[config.mk]
export PLATFORM = sky130hd
export DESIGN_NAME = txr_engine
export DESIGN_NICKNAME = d
export VERILOG_FILES = /design/src/rtl/txr_pkg.sv /design/src/rtl/txr_len_decode.sv /design/src/rtl/txr_addr_gen.sv /design/src/rtl/txr_byte_out.sv /design/src/rtl/txr_engine.sv
export SDC_FILE = /design/constraint.sdc
export NUM_CORES = 1
export LEC_CHECK = 0
export BUFFER_PORTS_ARGS = -buffer_cell sky130_fd_sc_hd__clkbuf_2
export CAP_MARGIN = 20
export CORE_AREA = 2 2 130 94
export CTS_CLUSTER_SIZE = 8
export DETAILED_ROUTE_END_ITERATION = 10
export DIE_AREA = 0 0 132 96
export PLACE_DENSITY = 0.78
export SLEW_MARGIN = 20
export SYNTH_ARGS = -nofsm -noshare
export SYNTH_HDL_FRONTEND = slang
export SYNTH_SLANG_ARGS = --single-unit
[constraint.sdc]
create_clock -name clk_i -period 7.8 [get_ports clk_i]
set_clock_uncertainty 0.2 [all_clocks]
set_input_delay 1.95 -clock clk_i [delete_from_list [all_inputs] [get_ports clk_i]]
set_output_delay 1.95 -clock clk_i [all_outputs]
set_load 0.02 [all_outputs]
[src/rtl/txr_pkg.sv]
package txr_pkg;
  typedef enum logic [2:0] {
    S_IDLE, S_ST_RD, S_ST_CHK, S_LH_RD, S_LL_RD, S_LEN, S_DATA, S_WB
  } state_e;

  typedef enum logic [1:0] {
    A_STATUS, A_LEN_HI, A_LEN_LO, A_DATA
  } addr_sel_e;

  localparam logic [7:0] STATUS_READY = 8'h83;
  localparam logic [7:0] STATUS_DONE  = 8'h03;
  localparam int OFF_STATUS = 2;
  localparam int OFF_LEN_HI = 4;
  localparam int OFF_LEN_LO = 5;
  localparam int DESC_SHIFT = 3;
endpackage

[src/rtl/txr_len_decode.sv]
module txr_len_decode #(
  parameter int BUF_BYTES = 1544,
  parameter int LW        = $clog2(BUF_BYTES + 1)
) (
  input  logic [7:0]    hi_i,
  input  logic [7:0]    lo_i,
  output logic [LW-1:0] count_o,
  output logic          bad_o
);
  logic [15:0] neg_len;

  assign neg_len = (~{hi_i, lo_i}) + 16'd1;
  assign count_o = neg_len[LW-1:0];
  assign bad_o   = (neg_len == 16'd0) || (32'(neg_len) > 32'(BUF_BYTES));
endmodule

[src/rtl/txr_addr_gen.sv]
module txr_addr_gen
  import txr_pkg::*;
#(
  parameter int AW        = 24,
  parameter int RING      = 16,
  parameter int BUF_BYTES = 1544,
  parameter int PW        = $clog2(RING),
  parameter int LW        = $clog2(BUF_BYTES + 1)
) (
  input  logic [AW-1:0] desc_base_i,
  input  logic [AW-1:0] buf_base_i,
  input  logic [PW-1:0] ptr_i,
  input  addr_sel_e     sel_i,
  input  logic [LW-1:0] idx_i,
  output logic [AW-1:0] addr_o
);
  logic [AW-1:0] slot_base;
  logic [AW-1:0] buf_off;

  assign slot_base = desc_base_i + (AW'(ptr_i) << DESC_SHIFT);

  // buffer stride: shift when a power of two, multiply otherwise
  generate
    if ((BUF_BYTES & (BUF_BYTES - 1)) == 0) begin : g_shift
      assign buf_off = AW'(ptr_i) << $clog2(BUF_BYTES);
    end else begin : g_mul
      localparam logic [AW-1:0] STRIDE = AW'(BUF_BYTES);
      assign buf_off = AW'(ptr_i) * STRIDE;
    end
  endgenerate

  always_comb begin
    unique case (sel_i)
      A_STATUS: addr_o = slot_base + AW'(OFF_STATUS);
      A_LEN_HI: addr_o = slot_base + AW'(OFF_LEN_HI);
      A_LEN_LO: addr_o = slot_base + AW'(OFF_LEN_LO);
      default:  addr_o = buf_base_i + buf_off + AW'(idx_i);
    endcase
  end
endmodule

[src/rtl/txr_byte_out.sv]
module txr_byte_out #(
  parameter int LW = 11
) (
  input  logic          clk_i,
  input  logic          rst_ni,
  input  logic          start_i,
  input  logic [LW-1:0] len_i,
  output logic          rd_req_o,
  output logic [LW-1:0] rd_idx_o,
  input  logic [7:0]    rd_data_i,
  output logic [7:0]    tx_data_o,
  output logic          tx_valid_o,
  output logic          tx_last_o,
  input  logic          tx_ready_i,
  output logic          done_o
);
  logic          active_q, pend_q, vld_q, last_q;
  logic [LW-1:0] len_q, idx_q;
  logic [7:0]    data_q;
  logic          issue;

  // one read in flight; the next read waits until the output slot frees
  assign issue = active_q && (idx_q != len_q) && !pend_q && (!vld_q || tx_ready_i);
  assign done_o = vld_q && tx_ready_i && last_q;

  always_ff @(posedge clk_i or negedge rst_ni) begin
    if (!rst_ni) begin
      active_q <= 1'b0;
      pend_q   <= 1'b0;
      vld_q    <= 1'b0;
      last_q   <= 1'b0;
      len_q    <= '0;
      idx_q    <= '0;
      data_q   <= '0;
    end else if (start_i) begin
      active_q <= 1'b1;
      pend_q   <= 1'b0;
      vld_q    <= 1'b0;
      last_q   <= 1'b0;
      len_q    <= len_i;
      idx_q    <= '0;
    end else begin
      pend_q <= issue;
      if (issue) idx_q <= idx_q + 1'b1;
      if (pend_q) begin
        data_q <= rd_data_i;
        vld_q  <= 1'b1;
        last_q <= (idx_q == len_q);
      end else if (vld_q && tx_ready_i) begin
        vld_q <= 1'b0;
      end
      if (done_o) active_q <= 1'b0;
    end
  end

  assign rd_req_o   = issue;
  assign rd_idx_o   = idx_q;
  assign tx_data_o  = data_q;
  assign tx_valid_o = vld_q;
  assign tx_last_o  = vld_q && last_q;
endmodule

[src/rtl/txr_engine.sv]
module txr_engine
  import txr_pkg::*;
#(
  parameter int AW        = 24,
  parameter int RING      = 16,
  parameter int BUF_BYTES = 1544
) (
  input  logic                    clk_i,
  input  logic                    rst_ni,
  input  logic                    run_i,
  input  logic                    kick_i,
  input  logic [AW-1:0]           desc_base_i,
  input  logic [AW-1:0]           buf_base_i,
  output logic                    mem_req_o,
  output logic                    mem_we_o,
  output logic [AW-1:0]           mem_addr_o,
  output logic [7:0]              mem_wdata_o,
  input  logic [7:0]              mem_rdata_i,
  output logic [7:0]              tx_data_o,
  output logic                    tx_valid_o,
  output logic                    tx_last_o,
  input  logic                    tx_ready_i,
  output logic                    tx_done_o,
  output logic                    mem_err_o,
  output logic [$clog2(RING)-1:0] tx_ptr_o
);
  localparam int PW = $clog2(RING);
  localparam int LW = $clog2(BUF_BYTES + 1);
  localparam logic [PW-1:0] LAST_VISIT = PW'(RING - 1);

  state_e        state_q, state_d;
  logic [PW-1:0] ptr_q, visit_q;
  logic          pend_q, err_q;
  logic [7:0]    hi_q;
  addr_sel_e     sel;
  logic [LW-1:0] count;
  logic          bad_len, start_scan, bo_start, bo_req, bo_done;
  logic [LW-1:0] bo_idx;

  assign start_scan = (state_q == S_IDLE) && pend_q && run_i;
  assign bo_start   = (state_q == S_LEN) && !bad_len;

  txr_len_decode #(.BUF_BYTES(BUF_BYTES), .LW(LW)) u_len (
    .hi_i   (hi_q),
    .lo_i   (mem_rdata_i),
    .count_o(count),
    .bad_o  (bad_len)
  );

  txr_byte_out #(.LW(LW)) u_out (
    .clk_i     (clk_i),
    .rst_ni    (rst_ni),
    .start_i   (bo_start),
    .len_i     (count),
    .rd_req_o  (bo_req),
    .rd_idx_o  (bo_idx),
    .rd_data_i (mem_rdata_i),
    .tx_data_o (tx_data_o),
    .tx_valid_o(tx_valid_o),
    .tx_last_o (tx_last_o),
    .tx_ready_i(tx_ready_i),
    .done_o    (bo_done)
  );

  txr_addr_gen #(
    .AW(AW), .RING(RING), .BUF_BYTES(BUF_BYTES), .PW(PW), .LW(LW)
  ) u_addr (
    .desc_base_i(desc_base_i),
    .buf_base_i (buf_base_i),
    .ptr_i      (ptr_q),
    .sel_i      (sel),
    .idx_i      (bo_idx),
    .addr_o     (mem_addr_o)
  );

  always_comb begin
    state_d = state_q;
    sel     = A_DATA;
    unique case (state_q)
      S_IDLE:   if (start_scan) state_d = S_ST_RD;
      S_ST_RD: begin
        sel     = A_STATUS;
        state_d = S_ST_CHK;
      end
      S_ST_CHK: state_d = (mem_rdata_i == STATUS_READY && run_i) ? S_LH_RD : S_IDLE;
      S_LH_RD: begin
        sel     = A_LEN_HI;
        state_d = S_LL_RD;
      end
      S_LL_RD: begin
        sel     = A_LEN_LO;
        state_d = S_LEN;
      end
      S_LEN:    state_d = bad_len ? S_WB : S_DATA;
      S_DATA:   if (bo_done) state_d = S_WB;
      S_WB: begin
        sel     = A_STATUS;
        state_d = (visit_q == LAST_VISIT) ? S_IDLE : S_ST_RD;
      end
      default:  state_d = S_IDLE;
    endcase
  end

  always_ff @(posedge clk_i or negedge rst_ni) begin
    if (!rst_ni) begin
      state_q <= S_IDLE;
      ptr_q   <= '0;
      visit_q <= '0;
      pend_q  <= 1'b0;
      err_q   <= 1'b0;
      hi_q    <= '0;
    end else begin
      state_q <= state_d;
      // kicks only count while running; one held request covers any number
      pend_q  <= run_i && (kick_i || (pend_q && !start_scan));
      if (start_scan) visit_q <= '0;
      if (state_q == S_LL_RD) hi_q <= mem_rdata_i;
      if (state_q == S_LEN) err_q <= bad_len;
      if (state_q == S_WB) begin
        ptr_q   <= ptr_q + 1'b1;
        visit_q <= visit_q + 1'b1;
      end
    end
  end

  assign mem_req_o   = (state_q == S_ST_RD) || (state_q == S_LH_RD) ||
                       (state_q == S_LL_RD) || (state_q == S_WB) || bo_req;
  assign mem_we_o    = (state_q == S_WB);
  assign mem_wdata_o = STATUS_DONE;
  assign tx_done_o   = (state_q == S_WB) && !err_q;
  assign mem_err_o   = (state_q == S_WB) && err_q;
  assign tx_ptr_o    = ptr_q;
endmodule

==> results.sh, run 1 <==
export IMPL_outcome="finished, final reports clean"
export IMPL_coreArea_um2=11400
export IMPL_initialDrtViolationCount=778
export IMPL_critPathMaxStageDelay_ns=0.59
export IMPL_wl_um=19500
export IMPL_ctsHoldBuffers=0
export IMPL_worstMarginPinSlew_ns=0.999
export IMPL_tritoncts="built"
export IMPL_slowest_stage="or4_1"
export IMPL_crit_chain="clkbuf_2, ha_1, inv_1, fa_1, nand2b_1, a21o_1, or4_1, a211o_1, nor3_1, a31oi_1, nand3b_1, a32oi_1, clkbuf_2"
export IMPL_rsz0062_at_grt="no"
export IMPL_fp_dieH_um=96
export IMPL_finalCritPeriodShare_pct=96.9
export IMPL_finalHoldViolations=0
export IMPL_crit_family="simple AND/OR/NAND/NOR gates"
export IMPL_yosysUniqueCellTypes=75
export IMPL_synthFlopType="dfrtp_1"
export IMPL_critPathLaunchType="primary input"
export IMPL_nNetsFinal=1017
export IMPL_cts_buffer_depth=2
export IMPL_fp_row_count=33
export IMPL_hold_path_class="register to register"
export IMPL_period_needed_ns=7.56
export IMPL_gr_total_overflow=0
export IMPL_crit_buf_inv=3
export IMPL_synth_most_common_cell="nand2_1"
export IMPL_synth_top_area_cell="dfrtp_1"
export IMPL_grt_pass1_wl_um=29900
export IMPL_syn_avg_cell_area_um2=7.94
export IMPL_yosys_warnings=0
export IMPL_clk_latency_ns=0.30
export IMPL_final_antenna_net_count=0
export IMPL_crit_path_max_fanout=5
export IMPL_initial_utilization_pct=56.8
export IMPL_cts_sinks=55
export IMPL_diodes=0
export IMPL_drive_gt1_share_pct=16.7
export IMPL_fmax_mhz=132
export IMPL_power_density_nw_per_um2=363
export IMPL_ys_ff_latch=55
export IMPL_p_leak_nw=3.38
export IMPL_fillers=1013
export IMPL_synth_seq_area_share_pct=21.2
export IMPL_grt_max_degree=56
export IMPL_cts_root_buffer="clkbuf_16"
export IMPL_post_cts_buffers=0
export IMPL_synth_edf_count=0
export IMPL_postSynth_asyncResetShare_pct=100
export IMPL_grt_usage_pct=29.9
export IMPL_dp_slack_ns=0.331
export IMPL_peakVddDrop_mv=0.249
export IMPL_fin_area_um2=7230
export IMPL_clkTransAtPathRegs_ns=0.07
export IMPL_ys_top_cells_by_area="dfrtp_1 21%, ha_1 8.9%, xor2_1 5.4%"
export IMPL_post_dp_hpwl_um=15400
export IMPL_pin_count=111
export IMPL_maxSlewHeadroom_pct=31.7
export IMPL_cts_resized=0
export IMPL_synth_common_cells="85 x nand2_1, 64 x nor2_1, 55 x dfrtp_1"
export IMPL_drv_cap=0
export IMPL_setup_ws_ns=0.238
export IMPL_setup_violations_final=0
export IMPL_post_drt_wl_per_cell_um=18.4
export IMPL_drcViolationCount=0
export IMPL_viasPerCell=6.31
export IMPL_antenna_found_initial=0
export IMPL_gp_congestion=1.06
export IMPL_syn_inst=818
export IMPL_port_buffer_count=102
export IMPL_firstDrtPassIters=5
export IMPL_synthToLayoutAreaGrowth_pct=11.3
export IMPL_grt_pass1_vias=5687
export IMPL_critical_path_arrival_ns=5.41
export IMPL_dpl_instance_area_um2=7070
export IMPL_cts_buffers=5
export IMPL_vias=6682
export IMPL_fin_setup_tns_ns=0
export IMPL_slew_violations=0
export IMPL_syn_area_um2=6490
export IMPL_die_w_um=132
export IMPL_p_total_mw=2.63
export IMPL_required_ns=5.65
export IMPL_yosys_area_top_type_share_pct=21.2
export IMPL_path_class="primary input to output port"
export IMPL_htree_num_levels=2
export IMPL_crit_path_end_kind="output port"
export IMPL_dieArea_um2=12700
export IMPL_crit_top_cell="clkbuf_2"
==> flip-flops by register name, summed over array words and instances (netlist names), 3 cells and up <==
name / cells
hi_q: 8
state_q: 3
tx_ptr_o: 4
u_out.len_q: 11
u_out.rd_idx_o: 11
u_out.tx_data_o: 8
visit_q: 4
==> path summary, 6_finish.rpt <==
| kind | end | startpoint | slack [ns] | cells after the start |
|---|---|---|---|---|
| worst max-delay path | mem_addr_o[17] | desc_base_i[3] | 0.24 | 13 |
| worst min-delay path | visit_q[3] | visit_q[3] | 0.28 | 1 |
| worst max register to register | u_out.tx_data_o[0] | hi_q[0] | 4.97 | 7 |
| worst min register to register | visit_q[3] | visit_q[3] | 0.28 | 1 |
| max in group asynchronous | u_out.rd_idx_o[9] | rst_ni | 5.37 | 2 |
| min in group asynchronous | state_q[0] | rst_ni | 1.57 | 2 |
==> area by class of cell <==
class	count	area (µm²)	share of cell area, %
Timing Repair Buffer	114	601	8.31
Multi-Input combinational cell	694	4780	66.1
Sequential cell	55	1380	19.0
Clock inverter	1	30.0	0.415
Inverter	32	120	1.66
Clock buffer	6	129	1.78
Tap cell	157	196	2.72
==> metal layers <==
| layer | global-route usage (%) | vias to the layer above | wire [µm] |
|---|---|---|---|
| met4 | 3.80 | 0 | 161 |
| li1 | - | 3146 | - |
| met1 | 45.8 | 3159 | 9370 |
| met2 | 41.8 | 358 | 7590 |
| met3 | 8.95 | 19 | 2350 |
| met5 | 0 | - | 0 |
==> stage by stage <==
stage	util [%]	hold WS, ns	std cells
2_1_floorplan	-	0.242	824
3_3_place_gp	61.8	0.267	1052
3_5_place_dp	61.8	0.270	1052
4_1_cts	63.2	0.283	1059
5_1_grt	63.2	0.327	1059
6_report	63.2	0.284	1059
==> where the power goes <==
group / total (mW) / leakage [nW] / internal, mW / switching [mW]
logic: 1.84 / 2.61 / 0.681 / 1.16
clock network: 0.248 / 0.0769 / 0.150 / 0.0979
registers: 0.538 / 0.695 / 0.390 / 0.147
==> kinds of logic after synthesis <==
group           synth area share (%)
other cells                    0.116
compound gates                  21.5
mux                             4.97
fa+ha+maj                       11.3
flops                           21.2
simple gates                    25.0
buf+inv                         5.59
xor+xnor                        10.3
==> cells in the final DEF, fill, tap and decap left out, types with 6 or more instances in the layout <==
cell and n:
a21o_1 16, and3_1 13, o211ai_1 9, fa_1 8
xnor2_1 36, nand2b_1 8, a211oi_1 8, mux2_4 8
nor2_1 64, nor4_1 13, a31oi_1 14, mux2_2 10
dfrtp_1 55, and2_1 14, mux2i_1 9, nor3_1 30
nand4_1 9, a21oi_1 49, inv_1 31, o22ai_1 15
buf_4 12, a22oi_1 6, clkbuf_2 102, conb_1 8
xor2_1 40, ha_1 46, or3_1 11, nand3_1 31
nand2_1 85, o21ai_0 43
(Power assumes the default switching activity.)
==> inputs of run 2 (changes only) <==
--- a/config.mk
+++ b/config.mk
@@ -11,8 +11,10 @@
 export CTS_CLUSTER_SIZE = 8
 export DETAILED_ROUTE_END_ITERATION = 10
 export DIE_AREA = 0 0 132 96
+export GPL_TIMING_DRIVEN = 0
 export PLACE_DENSITY = 0.78
 export SLEW_MARGIN = 20
 export SYNTH_ARGS = -nofsm -noshare
 export SYNTH_HDL_FRONTEND = slang
+export SYNTH_HIERARCHICAL = 1
 export SYNTH_SLANG_ARGS = --single-unit
==> run 2 against run 1 <==
Effect of this change: worst hold slack improved by 0.027 ns; non-clock buffer count increased by 25; design area up 2.4%; first-iteration DRC count down 28%; critical path type unchanged; highest routed layer unchanged.
==> results.sh, run 2 <==
export IMPL_whs_ns=0.310
export IMPL_tritoncts="built"
export IMPL_crit_path_max_fanout=7
export IMPL_power_density_nw_per_um2=421
export IMPL_p_int_mw=1.39
export IMPL_fin_setup_tns_ns=0
export IMPL_worstMarginPinSlew_ns=0.824
export IMPL_postSynth_asyncResetShare_pct=100
export IMPL_yosys_area_top_type_share_pct=21.1
export IMPL_cts_resized=0
export IMPL_syn_avg_cell_area_um2=8.46
export IMPL_critical_path_arrival_ns=5.46
export IMPL_synthFlopType="dfrtp_1"
export IMPL_rsz0062_at_grt="no"
export IMPL_initial_utilization_pct=57.1
export IMPL_layout_common_cells="99 x clkbuf_2, 57 x xnor2_1, 55 x dfrtp_1, 54 x nor2_1, 51 x nand2_1"
export IMPL_coreArea_um2=11400
export IMPL_post_dp_hpwl_um=16000
export IMPL_drcViolationCount=0
export IMPL_setup_violations_final=0
export IMPL_synth_most_common_cell="xnor2_1"
export IMPL_outcome="finished, final reports clean"
export IMPL_cts_sinks=55
export IMPL_grt_pass1_vias=6030
export IMPL_finalCritPeriodShare_pct=97.6
export IMPL_post_drt_wl_per_cell_um=19.3
export IMPL_fp_row_count=33
export IMPL_final_common_cell="clkbuf_2"
export IMPL_hold_path_class="register to register"
export IMPL_ctsHoldBuffers=0
export IMPL_slowest_stage="or4_1"
export IMPL_yosys_warnings=6
export IMPL_fin_util_pct=64.7
export IMPL_critPathMaxStageDelay_ns=0.51
export IMPL_initialDrtViolationCount=562
export IMPL_p_comb_share_pct=75.3
export IMPL_required_ns=5.65
export IMPL_die_w_um=132
export IMPL_pin_count=111
export IMPL_dp_slack_ns=0.293
export IMPL_firstDrtPassIters=5
export IMPL_diodes=0
export IMPL_critPathLaunchType="primary input"
export IMPL_path_class="primary input to output port"
export IMPL_maxSlewHeadroom_pct=44.6
export IMPL_finalHoldViolations=0
export IMPL_nNetsFinal=999
export IMPL_p_leak_nw=3.25
export IMPL_synthToLayoutAreaGrowth_pct=13.3
export IMPL_drive_gt1_share_pct=22.5
export IMPL_gp_congestion=1.01
export IMPL_fmax_mhz=131
export IMPL_slew_violations=0
export IMPL_wl_um=20100
export IMPL_synth_common_cells="57 x xnor2_1, 55 x dfrtp_1, 54 x nor2_1"
export IMPL_power_switching_mw=1.73
export IMPL_ys_top_cells_by_area="dfrtp_1 21%, ha_1 8.6%, xnor2_1 7.6%"
export IMPL_cts_buffers=5
export IMPL_p_seq_share_pct=17.2
export IMPL_clk_latency_ns=0.30
export IMPL_syn_inst=772
export IMPL_p_total_mw=3.12
export IMPL_crit_family="compound AO/OA/AOI/OAI gates"
export IMPL_port_buffer_count=100
export IMPL_syn_area_um2=6530
export IMPL_clkTransAtPathRegs_ns=0.08
export IMPL_crit_buf_inv=2
export IMPL_antenna_found_initial=0
export IMPL_crit_path_end_kind="output port"
export IMPL_gr_total_overflow=0
export IMPL_clockPowerShare_pct=7.5
export IMPL_grt_usage_pct=31.3
export IMPL_htree_num_levels=2
export IMPL_grt_pass1_wl_um=31500
export IMPL_cts_root_buffer="clkbuf_16"
export IMPL_drv_cap=0
export IMPL_yosysUniqueCellTypes=92
export IMPL_synth_top_area_cell="dfrtp_1"
export IMPL_post_cts_buffers=0
export IMPL_period_needed_ns=7.61
export IMPL_cts_buffer_depth=2
export IMPL_synth_seq_area_share_pct=21.1
export IMPL_final_antenna_net_count=0
export IMPL_fillers=972
export IMPL_ys_ff_latch=55
export IMPL_dieArea_um2=12700
export IMPL_crit_chain="clkbuf_2, ha_1, fa_1, a211oi_2, nor3_1, xnor2_1, o2111ai_1, a211oi_2, nand4b_4, o2111a_1, or4_1, clkbuf_2"
export IMPL_grt_max_degree=56
export IMPL_setup_ws_ns=0.188
export IMPL_fp_dieH_um=96
export IMPL_viasPerCell=6.25
export IMPL_swShare_pct=55.4
export IMPL_peakVddDrop_mv=0.275
export IMPL_synth_edf_count=0
export IMPL_vias=6521
-- run 2: cell types whose count changed after synthesis, sizes merged, moves of 10 or more --
cell / delta
nand2: -33
xor2: -26
xnor2: +22
mux2: +20
o21ai: -13
nand4: +11
nor2: -10
-- run 2: final cells by class --
cell class,count,area (µm²),area share (%)
sequential,55,1380,18.6
timing repair buffer,100,503,6.79
clock buffer,5,125,1.69
inverter,27,101,1.37
tap,157,196,2.65
clock inverter,3,23.8,0.321
buffer,39,231,3.13
multi-input combinational,657,4850,65.5
-- run 2: cells by family after synthesis --
group,Yosys count,synth area share (%)
mux,40,6.86
flops,55,21.1
other cells,2,0.115
buf+inv,66,5.09
xor+xnor,72,9.77
compound gates,197,20.9
fa+ha+maj,53,11.1
simple gates,287,25.1
-- run 2: power by group through the flow --
stage / registers (mW) / clock network [mW] / logic [mW]
final: 0.535 / 0.234 / 2.35
after global routing: 0.553 / 0.249 / 2.55
after CTS: 0.531 / 0.234 / 2.31
after detailed placement: 0.536 / 0 / 2.30
after global placement: 0.524 / 0 / 2.25
after floorplan: 0.531 / 0 / 1.61
-- run 2: worst paths after layout --
path	start	to	slack (ns)	depth (start not counted)
max in group asynchronous	rst_ni	state_q[1]	5.36	1
max reg2reg	hi_q[0]	u_out/pend_q	3.91	9
min reg2reg	u_out/tx_data_o[5]	u_out/tx_data_o[5]	0.31	1
min	u_out/tx_data_o[5]	u_out/tx_data_o[5]	0.31	1
max	desc_base_i[3]	mem_addr_o[23]	0.19	12
min in group asynchronous	rst_ni	u_out/rd_idx_o[3]	1.53	1
-- run 2: metrics by stage --
step,area (µm²),instances
after CTS,7400,1043
after floorplan,6560,778
final,7400,1043
after global routing,7400,1043
after detailed placement,7250,1035
after global placement,7250,1035
-- run 2: per-layer routing --
layer | GRT usage (%) | share of wire, %
met1 | 46.2 | 49
met3 | 8.37 | 8.7
met4 | 4.80 | 1.3
met5 | 0 | 0
met2 | 46.5 | 41
